==> config.mk <==
export PLATFORM = sky130hd
export DESIGN_NAME = rrip_set_engine
export DESIGN_NICKNAME = d
export VERILOG_FILES = /design/src/rtl/rrip_pkg.sv /design/src/rtl/rrip_first_sel.sv /design/src/rtl/rrip_way_meta.sv /design/src/rtl/rrip_search_fsm.sv /design/src/rtl/rrip_set_engine.sv
export SDC_FILE = /design/constraint.sdc
export NUM_CORES = 1
export LEC_CHECK = 0
export BUFFER_PORTS_ARGS = -buffer_cell sky130_fd_sc_hd__buf_4
export CAP_MARGIN = 25
export CORE_ASPECT_RATIO = 1.2
export CORE_MARGIN = 4
export CORE_UTILIZATION = 63
export DETAILED_ROUTE_END_ITERATION = 12
export PLACE_DENSITY = 0.89
export REMOVE_ABC_BUFFERS = 1
export SLEW_MARGIN = 5
export SYNTH_ARGS = -nofsm -noshare
export SYNTH_HDL_FRONTEND = slang
export SYNTH_HIERARCHICAL = 1
export SYNTH_SLANG_ARGS = --single-unit
==> constraint.sdc <==
create_clock -name clk -period 4.1 [get_ports clk]
set_input_delay 0.205 -clock clk [delete_from_list [all_inputs] [get_ports clk]]
set_output_delay 0.205 -clock clk [all_outputs]
set_load 0.05 [all_outputs]
==> src/rtl/rrip_pkg.sv <==
package rrip_pkg;

  typedef enum logic {
    ST_IDLE   = 1'b0,
    ST_SEARCH = 1'b1
  } rrip_state_e;

endpackage

==> src/rtl/rrip_first_sel.sv <==
module rrip_first_sel #(
  parameter int N = 16,
  localparam int IW = (N > 1) ? $clog2(N) : 1
) (
  input  logic [N-1:0]  mask,
  output logic          found,
  output logic [IW-1:0] idx
);

  always_comb begin
    found = |mask;
    idx   = '0;
    for (int i = N - 1; i >= 0; i--) begin
      if (mask[i]) idx = IW'(i);
    end
  end

endmodule

==> src/rtl/rrip_way_meta.sv <==
module rrip_way_meta #(
  parameter int RRPV_W = 2,
  parameter int SIG_W  = 14
) (
  input  logic              clk,
  input  logic              rst_n,
  input  logic              hit_i,
  input  logic              fill_i,
  input  logic              age_i,
  input  logic [RRPV_W-1:0] fill_rrpv_i,
  input  logic [SIG_W-1:0]  fill_sig_i,
  output logic              valid_o,
  output logic [RRPV_W-1:0] rrpv_o,
  output logic              reuse_o,
  output logic [SIG_W-1:0]  sig_o
);

  localparam logic [RRPV_W-1:0] RRPV_MAX = {RRPV_W{1'b1}};

  // saturating one-step aging
  function automatic logic [RRPV_W-1:0] age_sat(input logic [RRPV_W-1:0] r);
    return (r == RRPV_MAX) ? r : r + RRPV_W'(1);
  endfunction

  always_ff @(posedge clk) begin
    if (!rst_n) begin
      valid_o <= 1'b0;
      rrpv_o  <= RRPV_MAX;
      reuse_o <= 1'b0;
      sig_o   <= '0;
    end else if (fill_i) begin
      valid_o <= 1'b1;
      rrpv_o  <= fill_rrpv_i;
      reuse_o <= 1'b0;
      sig_o   <= fill_sig_i;
    end else if (hit_i && valid_o) begin
      rrpv_o  <= '0;
      reuse_o <= 1'b1;
    end else if (age_i && valid_o) begin
      rrpv_o  <= age_sat(rrpv_o);
    end
  end

endmodule

==> src/rtl/rrip_search_fsm.sv <==
module rrip_search_fsm
  import rrip_pkg::*;
(
  input  logic clk,
  input  logic rst_n,
  input  logic req_valid,
  input  logic req_hit,
  input  logic any_free,
  input  logic any_distant,
  output logic req_ready,
  output logic miss_accept,
  output logic fill_ev,
  output logic victim_ev,
  output logic age_ev
);

  rrip_state_e state_q, state_d;

  always_comb begin
    req_ready   = (state_q == ST_IDLE);
    miss_accept = req_ready && req_valid && !req_hit;
    fill_ev     = (state_q == ST_SEARCH) && any_free;
    victim_ev   = (state_q == ST_SEARCH) && !any_free && any_distant;
    age_ev      = (state_q == ST_SEARCH) && !any_free && !any_distant;
    state_d     = state_q;
    if (miss_accept)            state_d = ST_SEARCH;
    else if (fill_ev || victim_ev) state_d = ST_IDLE;
  end

  always_ff @(posedge clk) begin
    if (!rst_n) state_q <= ST_IDLE;
    else        state_q <= state_d;
  end

endmodule

==> src/rtl/rrip_set_engine.sv <==
module rrip_set_engine
  import rrip_pkg::*;
#(
  parameter int WAYS   = 16,
  parameter int SIG_W  = 14,
  parameter int RRPV_W = 2,
  localparam int WAY_W = (WAYS > 1) ? $clog2(WAYS) : 1
) (
  input  logic              clk,
  input  logic              rst_n,
  input  logic              req_valid,
  input  logic              req_hit,
  input  logic [WAY_W-1:0]  req_way,
  input  logic [SIG_W-1:0]  req_sig,
  input  logic [RRPV_W-1:0] req_insert_rrpv,
  output logic              req_ready,
  output logic              resp_valid,
  output logic [WAY_W-1:0]  resp_way,
  output logic              evict_valid,
  output logic              evict_reuse,
  output logic [SIG_W-1:0]  evict_sig
);

  function automatic logic is_distant(input logic [RRPV_W-1:0] r);
    return r == {RRPV_W{1'b1}};
  endfunction

  logic [WAYS-1:0]   way_valid, way_reuse;
  logic [RRPV_W-1:0] way_rrpv [WAYS];
  logic [SIG_W-1:0]  way_sig  [WAYS];
  logic [WAYS-1:0]   free_mask, distant_mask;
  logic              any_free, any_distant;
  logic [WAY_W-1:0]  free_idx, distant_idx, target_idx;

  // named internal events (also observed by the checker)
  logic hit_ev, miss_accept, fill_ev, victim_ev, age_ev, install_ev;

  logic [SIG_W-1:0]  pend_sig;
  logic [RRPV_W-1:0] pend_rrpv;

  assign hit_ev     = req_valid && req_ready && req_hit;
  assign install_ev = fill_ev || victim_ev;
  assign target_idx = any_free ? free_idx : distant_idx;

  rrip_search_fsm u_fsm (
    .clk         (clk),
    .rst_n       (rst_n),
    .req_valid   (req_valid),
    .req_hit     (req_hit),
    .any_free    (any_free),
    .any_distant (any_distant),
    .req_ready   (req_ready),
    .miss_accept (miss_accept),
    .fill_ev     (fill_ev),
    .victim_ev   (victim_ev),
    .age_ev      (age_ev)
  );

  always_ff @(posedge clk) begin
    if (!rst_n) begin
      pend_sig  <= '0;
      pend_rrpv <= '0;
    end else if (miss_accept) begin
      pend_sig  <= req_sig;
      pend_rrpv <= req_insert_rrpv;
    end
  end

  for (genvar w = 0; w < WAYS; w++) begin : g_way
    assign free_mask[w]    = !way_valid[w];
    assign distant_mask[w] = way_valid[w] && is_distant(way_rrpv[w]);

    rrip_way_meta #(
      .RRPV_W (RRPV_W),
      .SIG_W  (SIG_W)
    ) u_meta (
      .clk         (clk),
      .rst_n       (rst_n),
      .hit_i       (hit_ev && (req_way == WAY_W'(w))),
      .fill_i      (install_ev && (target_idx == WAY_W'(w))),
      .age_i       (age_ev),
      .fill_rrpv_i (pend_rrpv),
      .fill_sig_i  (pend_sig),
      .valid_o     (way_valid[w]),
      .rrpv_o      (way_rrpv[w]),
      .reuse_o     (way_reuse[w]),
      .sig_o       (way_sig[w])
    );
  end

  rrip_first_sel #(.N(WAYS)) u_free_sel (
    .mask  (free_mask),
    .found (any_free),
    .idx   (free_idx)
  );

  rrip_first_sel #(.N(WAYS)) u_distant_sel (
    .mask  (distant_mask),
    .found (any_distant),
    .idx   (distant_idx)
  );

  assign resp_valid  = install_ev;
  assign resp_way    = target_idx;
  assign evict_valid = victim_ev;
  assign evict_reuse = victim_ev && way_reuse[distant_idx];
  assign evict_sig   = victim_ev ? way_sig[distant_idx] : '0;

endmodule

=== Word level (Yosys, flattened, before mapping) ===
Index checks and enable logic that the tools add are counted.

* Register bits after elaboration: 305
* Logic and storage cells: 416
* Output and inout port bits: 22
* Input bits: 24

* Add/subtract/negate cells: 16
* Reductions and logical operators: 161
* Magnitude comparators: 2
* Multiplexer cells: 105
* Eq/ne operators: 62
* Bitwise logic cells: 3

{| class="wikitable"
|+ Operators with widths
! cell !! number
|-
| 4-bit 2-to-1 mux || 33
|-
| 2-bit 2-to-1 mux || 64
|-
| 1-bit logical AND || 88
|-
| 4-bit == test, second input constant || 16
|-
| 14-bit binary-select mux with 4-bit select || 1
|-
| 3-bit by 1-bit != test with 1-bit output, second input constant || 16
|-
| 3-bit nonzero test || 16
|-
| 14-bit 2-to-1 mux || 3
|-
| 2-bit by 1-bit adder with 2-bit output, second input constant || 16
|-
| 2-bit == test, second input constant || 16
|-
| 4-bit by 3-bit == test with 1-bit output, second input constant || 8
|-
| 2-bit AND reduction || 16
|-
| 16-bit OR reduction || 2
|-
| 2-bit OR reduction || 16
|-
| 1-bit logical NOT || 19
|-
| 4-bit by 2-bit == test with 1-bit output, second input constant || 4
|-
| 4-bit by 1-bit == test with 1-bit output, second input constant || 2
|-
| 4-bit logical NOT || 2
|-
| 5-bit greater-or-equal comparator, second input constant || 1
|-
| 4-bit by 5-bit < comparator with 1-bit output, second input constant || 1
|-
| 4-bit inverter with 5-bit output || 1
|-
| 1-bit binary-select mux with 4-bit select || 1
|-
| 1-bit 2-to-1 mux || 3
|-
| 1-bit inverter || 2
|-
| 2 further kinds || 2
|}

=== Longest topological paths before layout ===
* Depth after elaboration: 23
* Mapped depth: 16
* Gate-level depth less buffers: 12

=== Modules after synthesis ===
Netlist, hierarchy kept.

{| class="wikitable"
|+ Modules (own cells, without submodules)
! module !! seq. area each (um^2) !! cells an instance !! area an instance (um^2) !! instances
|-
| rrip_way_meta || 360.3 || 66 || 732.0 || 16
|-
| rrip_set_engine || 320.3 || 387 || 3,163.0 || 1
|-
| rrip_first_sel || 0.0 || 34 || 176.4 || 2
|-
| rrip_search_fsm || 20.0 || 7 || 77.6 || 1
|}

=== Least setup slack after synthesis ===
No wires, ideal clock.

* Kind: register to output
* Start: register g_way[4].u_meta.valid_o
* End: output evict_sig[0]
* Setup slack: -0.090 ns
* Data arrival time: 3.985 ns
* Buffers on the path: 1
* Stages on the path, launching flop included: 10
* Data required time: 3.895 ns
* Path through: dfxtp_1 inv_1 nor4_2 nand3_1 or3_1 nor3b_1 and2_1 clkbuf_1 nand3_1 a21oi_1

* Elaborated cells on any way between the ends: 17
* Classes of those cells: mux (9); bitwise (1); reduce/logical (7)

{| class="wikitable"
|+ RTL lines
! element !! line !! source
|-
| from (decl) || rrip_way_meta.sv:12 || <nowiki>output logic valid_o,</nowiki>
|-
| from (signal assigned) || rrip_way_meta.sv:27 || <nowiki>valid_o <= 1'b0;</nowiki>
|-
| from (signal assigned) || rrip_way_meta.sv:32 || <nowiki>valid_o <= 1'b1;</nowiki>
|-
| 1-bit logical NOT || rrip_set_engine.sv:70 || <nowiki>assign free_mask[w] = !way_valid[w];</nowiki>
|-
| via free_mask[4] || rrip_set_engine.sv:31 || <nowiki>logic [WAYS-1:0] free_mask, distant_mask;</nowiki>
|-
| 16-bit OR reduction || rrip_first_sel.sv:11 || <nowiki>found = |mask;</nowiki>
|-
| via any_free || rrip_set_engine.sv:32 || <nowiki>logic any_free, any_distant;</nowiki>
|-
| 1-bit logical NOT || rrip_search_fsm.sv:23 || <nowiki>victim_ev = (state_q == ST_SEARCH) && !any_free && any_distant;</nowiki>
|-
| 1-bit logical AND (2 in series) || rrip_search_fsm.sv:23 ||
|-
| via evict_valid || rrip_set_engine.sv:19 || <nowiki>output logic evict_valid,</nowiki>
|-
| 14-bit 2-to-1 mux || rrip_set_engine.sv:107 || <nowiki>assign evict_sig = victim_ev ? way_sig[distant_idx] : '0;</nowiki>
|-
| to (decl) || rrip_set_engine.sv:21 || <nowiki>output logic [SIG_W-1:0] evict_sig</nowiki>
|}

The timed path passes the listed nets, and every way through them passes these cells. The select of a mux whose other input is x is not followed.

=== Worst setup path in the final report ===
* Start: register g_way[10].u_meta.rrpv_o[0]
* End: output evict_sig[4]

* Word-level cells in the longest chain between the ends: 18
* Elaborated cells on any way between the ends: 20
* Classes of those cells: eq/ne (1); mux (15); bitwise (1); reduce/logical (3)

{| class="wikitable"
|+ Ends and longest elaborated chain
! element !! line !! source
|-
| from (decl) || rrip_way_meta.sv:13 || <nowiki>output logic [RRPV_W-1:0] rrpv_o,</nowiki>
|-
| from (signal assigned) || rrip_way_meta.sv:33 || <nowiki>rrpv_o <= fill_rrpv_i;</nowiki>
|-
| from (signal assigned) || rrip_way_meta.sv:40 || <nowiki>rrpv_o <= age_sat(rrpv_o);</nowiki>
|-
| 2-bit == test || rrip_set_engine.sv:25 || <nowiki>return r == {RRPV_W{1'b1}};</nowiki>
|-
| 1-bit logical AND || rrip_set_engine.sv:71 || <nowiki>assign distant_mask[w] = way_valid[w] && is_distant(way_rrpv[w]);</nowiki>
|-
| via distant_mask[10] || rrip_set_engine.sv:31 ||
|-
| 4-bit 2-to-1 mux (11 in series) || rrip_first_sel.sv:14 || <nowiki>if (mask[i]) idx = IW'(i);</nowiki>
|-
| via distant_idx[2] || rrip_set_engine.sv:33 || <nowiki>logic [WAY_W-1:0] free_idx, distant_idx, target_idx;</nowiki>
|-
| 4-bit inverter with 5-bit output (implied by the code) || rrip_set_engine.sv:107 ||
|-
| 14-bit binary-select mux with 4-bit select || rrip_set_engine.sv:107 ||
|-
| 14-bit 2-to-1 mux (implied by the code) (2 in series) || rrip_set_engine.sv:107 ||
|-
| 14-bit 2-to-1 mux || rrip_set_engine.sv:107 ||
|}

The timed path passes the listed nets, and every way through them passes these cells. The select of a mux whose other input is x is not followed.

==> metrics <==
number of buffers on the longest clock path=3; post-detailed-route wirelength per cell=19.9 µm; Levels on crit path=11; Routed Antenna Nets=0; data arrival time at the worst-slack endpoint=3.72 ns; Layout Skew=0.0125 ns; post-DR vias/cell=5.99; number of diodes=0; TritonCTS buffer count=30; number of setup buffers added after CTS=0; layout cell share with drive strength beyond 1=14.8%; cell leakage power=5.83 nW; Final Cycle Share=95.9%; largest net degree at the start of global routing=173; Slowest-stage cell, CP=sky130_fd_sc_hd__nor2b_2; number of hold-slack violations in the final timing report=0; endpoint class of the critical path=output port; number of synthesized register bits=305; transition time at the pin with the least slew margin=0.942 ns; floorplan die area=0.0269 mm²; cell family with most CP delay=simple AND/OR/NAND/NOR gates; fraction of the mapped netlist area in compound gates=7.88%; antenna violations before repair=0; critical register-to-register path endpoint=g_way[5].u_meta/sig_o[7]; Overflow after GRT=0; number of violations reported at the end of detailed-routing iteration 0=840; gp weighted congestion=0.966; Yosys Warn Count=6; number of global-route vias before repair=11,500; total track usage=27.7%; critical path fanouts, max=19; required time of the critical path=3.89 ns; clock-pin slew of the registers on the worst-case setup and hold paths=0.06 ns; worst path cell trace=and3_1 > nor2_1 > nand2_1 > o21ai_0 > and3_1 > nor2b_2 > buf_4 > a22oi_1 > nand3_1 > nand2_1 > buf_4; largest incremental delay on the critical path=0.59 ns; most frequently used flop master after synthesis=sky130_fd_sc_hd__dfxtp_1; kind of launch point of the worst setup path=register; highest ir drop seen on vdd=0.327 mV; number of H-tree levels=1; Max Freq=254 MHz; outcome=completed; simple-gate portion of the synthesized area=19.7%; # fillers=1,628; critical path class=register to output port; wire length of the first global-routing pass=60,100 µm; Seq/Total Area, Yosys=39.9%; number of rows created at floorplan=62; CTS tree=built; fraction of registers with async set or reset after synthesis=0%; layout overhead on the synthesized area=12.2%; chip height=179 µm; netlist area before placement=0.0153 mm²; post-layout utilization of the core=71.7%; Post-route DRC=0; Cells after DPL=1,832; Worst Setup SP=g_way[10].u_meta/rrpv_o[0]; number of iterations in the first detailed-routing pass=5; mux cell area share after synthesis=26.2%; setup repair after global routing missed its margin=no; Die W=150 µm; worst hold path cell count=2; placement-stage worst setup slack=0.320 ns; worst hold path startpoint=rst_n; overall via count from detail_route=11,400; Detailed Place HPWL=23,500 µm; starting utilization of the core area=63.8%; HP Class=primary input to register; ratio of total power to cell area=354 mW/mm²; number of buffers inserted by port buffering=45; number of sinks driven by the clock tree=305; post-layout instance count excluding filler cells=1,901; Worst R2R Path Depth=12; crit path buf inv count=2; worst reg2reg setup slack=0.37 ns; largest family of logic cells by synthesized area=multiplexers; I/O Pins=46; post-layout minimum cycle time=3.93 ns; adder-cell area share of the yosys netlist=1.31%; Final Setup Violations=0; Core Region=0.0240 mm²; post-synthesis share of cell area spent on xor and xnor gates=0%; number of enable flip-flop cells after synthesis=0; number of maximum-capacitance constraint violations=0; count of mapped cells out of synthesis=1,518; reg-to-reg critical path startpoint=g_way[4].u_meta/valid_o; final wirelength=37,800 µm; count of pins over their slew limit=0; hold worst-path end=g_way[9].u_meta/valid_o; Avg Synthesized Cell Area=10.1 µm²; worst skew pair latency=0.56 ns; library cell used as clock root buffer=sky130_fd_sc_hd__clkbuf_16; headroom to the max-slew limit=37.1%; Distinct cells, synth=42; setup tns final=0 ns; count of nets after finishing=1,601; Final WS setup=0.170 ns
worst reg2reg max path, stage by stage (launching register included):
cell and delay, ns:
sky130_fd_sc_hd__dfxtp_1 0.39, sky130_fd_sc_hd__inv_1 0.10, sky130_fd_sc_hd__nor4_2 0.33, sky130_fd_sc_hd__nand3_1 0.14, sky130_fd_sc_hd__or3_1 0.34, sky130_fd_sc_hd__nor3b_1 0.41, sky130_fd_sc_hd__or2_2 0.21, sky130_fd_sc_hd__nor2b_1 0.18
sky130_fd_sc_hd__nand2_1 0.21, sky130_fd_sc_hd__nor2_2 0.60, sky130_fd_sc_hd__buf_4 0.39, sky130_fd_sc_hd__mux2i_1 0.25, sky130_fd_sc_hd__nor2b_1 0.06
kinds of logic after synthesis:
group	Yosys count
and+or+nand+nor	526
muxes	381
DFF	305
buffers and inverters	154
AOI/OAI and AO/OA	136
adders and majority gates	16
synthesized netlist by cell type, types with 2 or more instances:
library cell               number  area share [%]
sky130_fd_sc_hd__a22oi_1       45             2.2
sky130_fd_sc_hd__nor2_1        59             1.4
sky130_fd_sc_hd__a211oi_1       3            0.15
sky130_fd_sc_hd__buf_12         2            0.26
sky130_fd_sc_hd__or3_1          3            0.12
sky130_fd_sc_hd__buf_6          2            0.15
sky130_fd_sc_hd__buf_8          2            0.20
sky130_fd_sc_hd__nor4_2         2            0.16
sky130_fd_sc_hd__inv_1         59             1.4
sky130_fd_sc_hd__nor2_2         3            0.12
sky130_fd_sc_hd__and2_1         3            0.12
sky130_fd_sc_hd__a311oi_2      16             1.6
sky130_fd_sc_hd__buf_2         30            0.98
sky130_fd_sc_hd__nor4_1         2           0.082
sky130_fd_sc_hd__o311a_2       16             1.2
sky130_fd_sc_hd__ha_1          16             1.3
sky130_fd_sc_hd__mux2i_1      365              24
sky130_fd_sc_hd__o22ai_1        2           0.082
sky130_fd_sc_hd__and3_1        18            0.74
sky130_fd_sc_hd__and2_4        16            0.92
sky130_fd_sc_hd__a21oi_1        9            0.29
sky130_fd_sc_hd__o21ai_0        4            0.13
sky130_fd_sc_hd__nand2_1       67             1.6
sky130_fd_sc_hd__o311a_1       18             1.2
sky130_fd_sc_hd__a31oi_1        4            0.16
sky130_fd_sc_hd__nand2b_1      16            0.65
sky130_fd_sc_hd__o31ai_1        2           0.098
sky130_fd_sc_hd__nor2b_1      276              11
sky130_fd_sc_hd__clkbuf_1      37            0.91
sky130_fd_sc_hd__mux4_2        15             2.2
sky130_fd_sc_hd__o21a_1        17            0.83
sky130_fd_sc_hd__nor3b_1       17            0.83
sky130_fd_sc_hd__buf_4         22             1.1
sky130_fd_sc_hd__nor3_1         6            0.20
sky130_fd_sc_hd__dfxtp_1      305              40
sky130_fd_sc_hd__nand3_1       33             1.1
report_power, final:
part / switching [mW] / internal (mW)
sequential: 0.0452 / 2.97
combinational: 0.0993 / 0.117
clock: 1.15 / 1.69
worst max path at each step:
| stage | end | slack, ns |
|---|---|---|
| after CTS | evict_sig[4] | 0.25 |
| after detailed placement | g_way[8].u_meta/sig_o[13] | 0.32 |
| after global routing | evict_sig[4] | 0.03 |
| after floorplan | g_way[11].u_meta/rrpv_o[1] | -7.52 |
| final | evict_sig[4] | 0.17 |
| after global placement | g_way[8].u_meta/sig_o[11] | 0.45 |
sequential cells by signal, indices dropped and copies added, names as in the netlist:
signal	flops
g_way.u_meta/reuse_o	16
g_way.u_meta/rrpv_o	32
g_way.u_meta/sig_o	224
g_way.u_meta/valid_o	16
pend_rrpv	2
pend_sig	14
u_fsm/state_q	1
per-stage QoR:
stage | hold WS [ns] | instance area (µm²) | total power, mW
CTS | 0.161 | 17100 | 6.10
global placement | 0.459 | 15900 | 3.28
detailed placement | 0.468 | 15900 | 3.28
floorplan | 0.323 | 14800 | 3.19
global route | 0.0664 | 17200 | 6.24
finish | 0.0663 | 17200 | 6.08
layout make-up:
type	instances	area [µm²]	share of cell area (%)
flip-flops and latches	305	6110	35.5
inverters	59	221	1.29
clock buffers	43	931	5.42
repair buffers	106	905	5.27
clock inverters	9	104	0.605
well taps	320	400	2.33
multi-input cells	1059	8510	49.5
placed cells by master, fill, tap and decap left out, types with 4 or more instances in the layout:
| cell type | synthesis | layout |
|---|---|---|
| sky130_fd_sc_hd__ha_1 | 16 | 16 |
| sky130_fd_sc_hd__buf_4 | 22 | 84 |
| sky130_fd_sc_hd__o21a_1 | 17 | 17 |
| sky130_fd_sc_hd__nand2b_1 | 16 | 16 |
| sky130_fd_sc_hd__nor2_2 | 3 | 17 |
| sky130_fd_sc_hd__and2_4 | 16 | 16 |
| sky130_fd_sc_hd__o311a_2 | 16 | 16 |
| sky130_fd_sc_hd__o311a_1 | 18 | 18 |
| sky130_fd_sc_hd__nor3_1 | 6 | 6 |
| sky130_fd_sc_hd__clkbuf_8 | 0 | 11 |
| sky130_fd_sc_hd__a22oi_1 | 45 | 45 |
| sky130_fd_sc_hd__mux4_2 | 15 | 15 |
| sky130_fd_sc_hd__dfxtp_1 | 305 | 305 |
| sky130_fd_sc_hd__a311oi_2 | 16 | 16 |
| sky130_fd_sc_hd__and3_1 | 18 | 18 |
| sky130_fd_sc_hd__o21ai_0 | 4 | 4 |
| sky130_fd_sc_hd__nor2_1 | 59 | 43 |
| sky130_fd_sc_hd__nand2_1 | 67 | 67 |
| sky130_fd_sc_hd__nand3_1 | 33 | 33 |
| sky130_fd_sc_hd__a21oi_1 | 9 | 9 |
| sky130_fd_sc_hd__inv_1 | 59 | 59 |
| sky130_fd_sc_hd__dlygate4sd3_1 | 0 | 16 |
| sky130_fd_sc_hd__nor2b_1 | 276 | 274 |
| sky130_fd_sc_hd__mux2i_1 | 365 | 365 |
| sky130_fd_sc_hd__nor3b_1 | 17 | 17 |
| sky130_fd_sc_hd__clkinv_2 | 0 | 4 |
| sky130_fd_sc_hd__clkbuf_16 | 0 | 31 |
metal layers:
metal | global-route usage (%) | up-vias | part of all wire (%)
met5 | 0 | - | 0
met4 | 12.3 | 0 | 4.1
met3 | 3.94 | 102 | 5.9
met2 | 47.1 | 347 | 49
met1 | 35.0 | 5568 | 41
li1 | - | 5375 | -
timing repair:
| action | CTS | global route |
|---|---|---|
| hold endpoints to repair | 16 | 0 |
| resized for setup | 0 | 2 |
| hold buffers | 16 | 0 |
| setup endpoints to repair | 0 | 3 |
No activity file was read; power rests on OpenSTA's default activity.
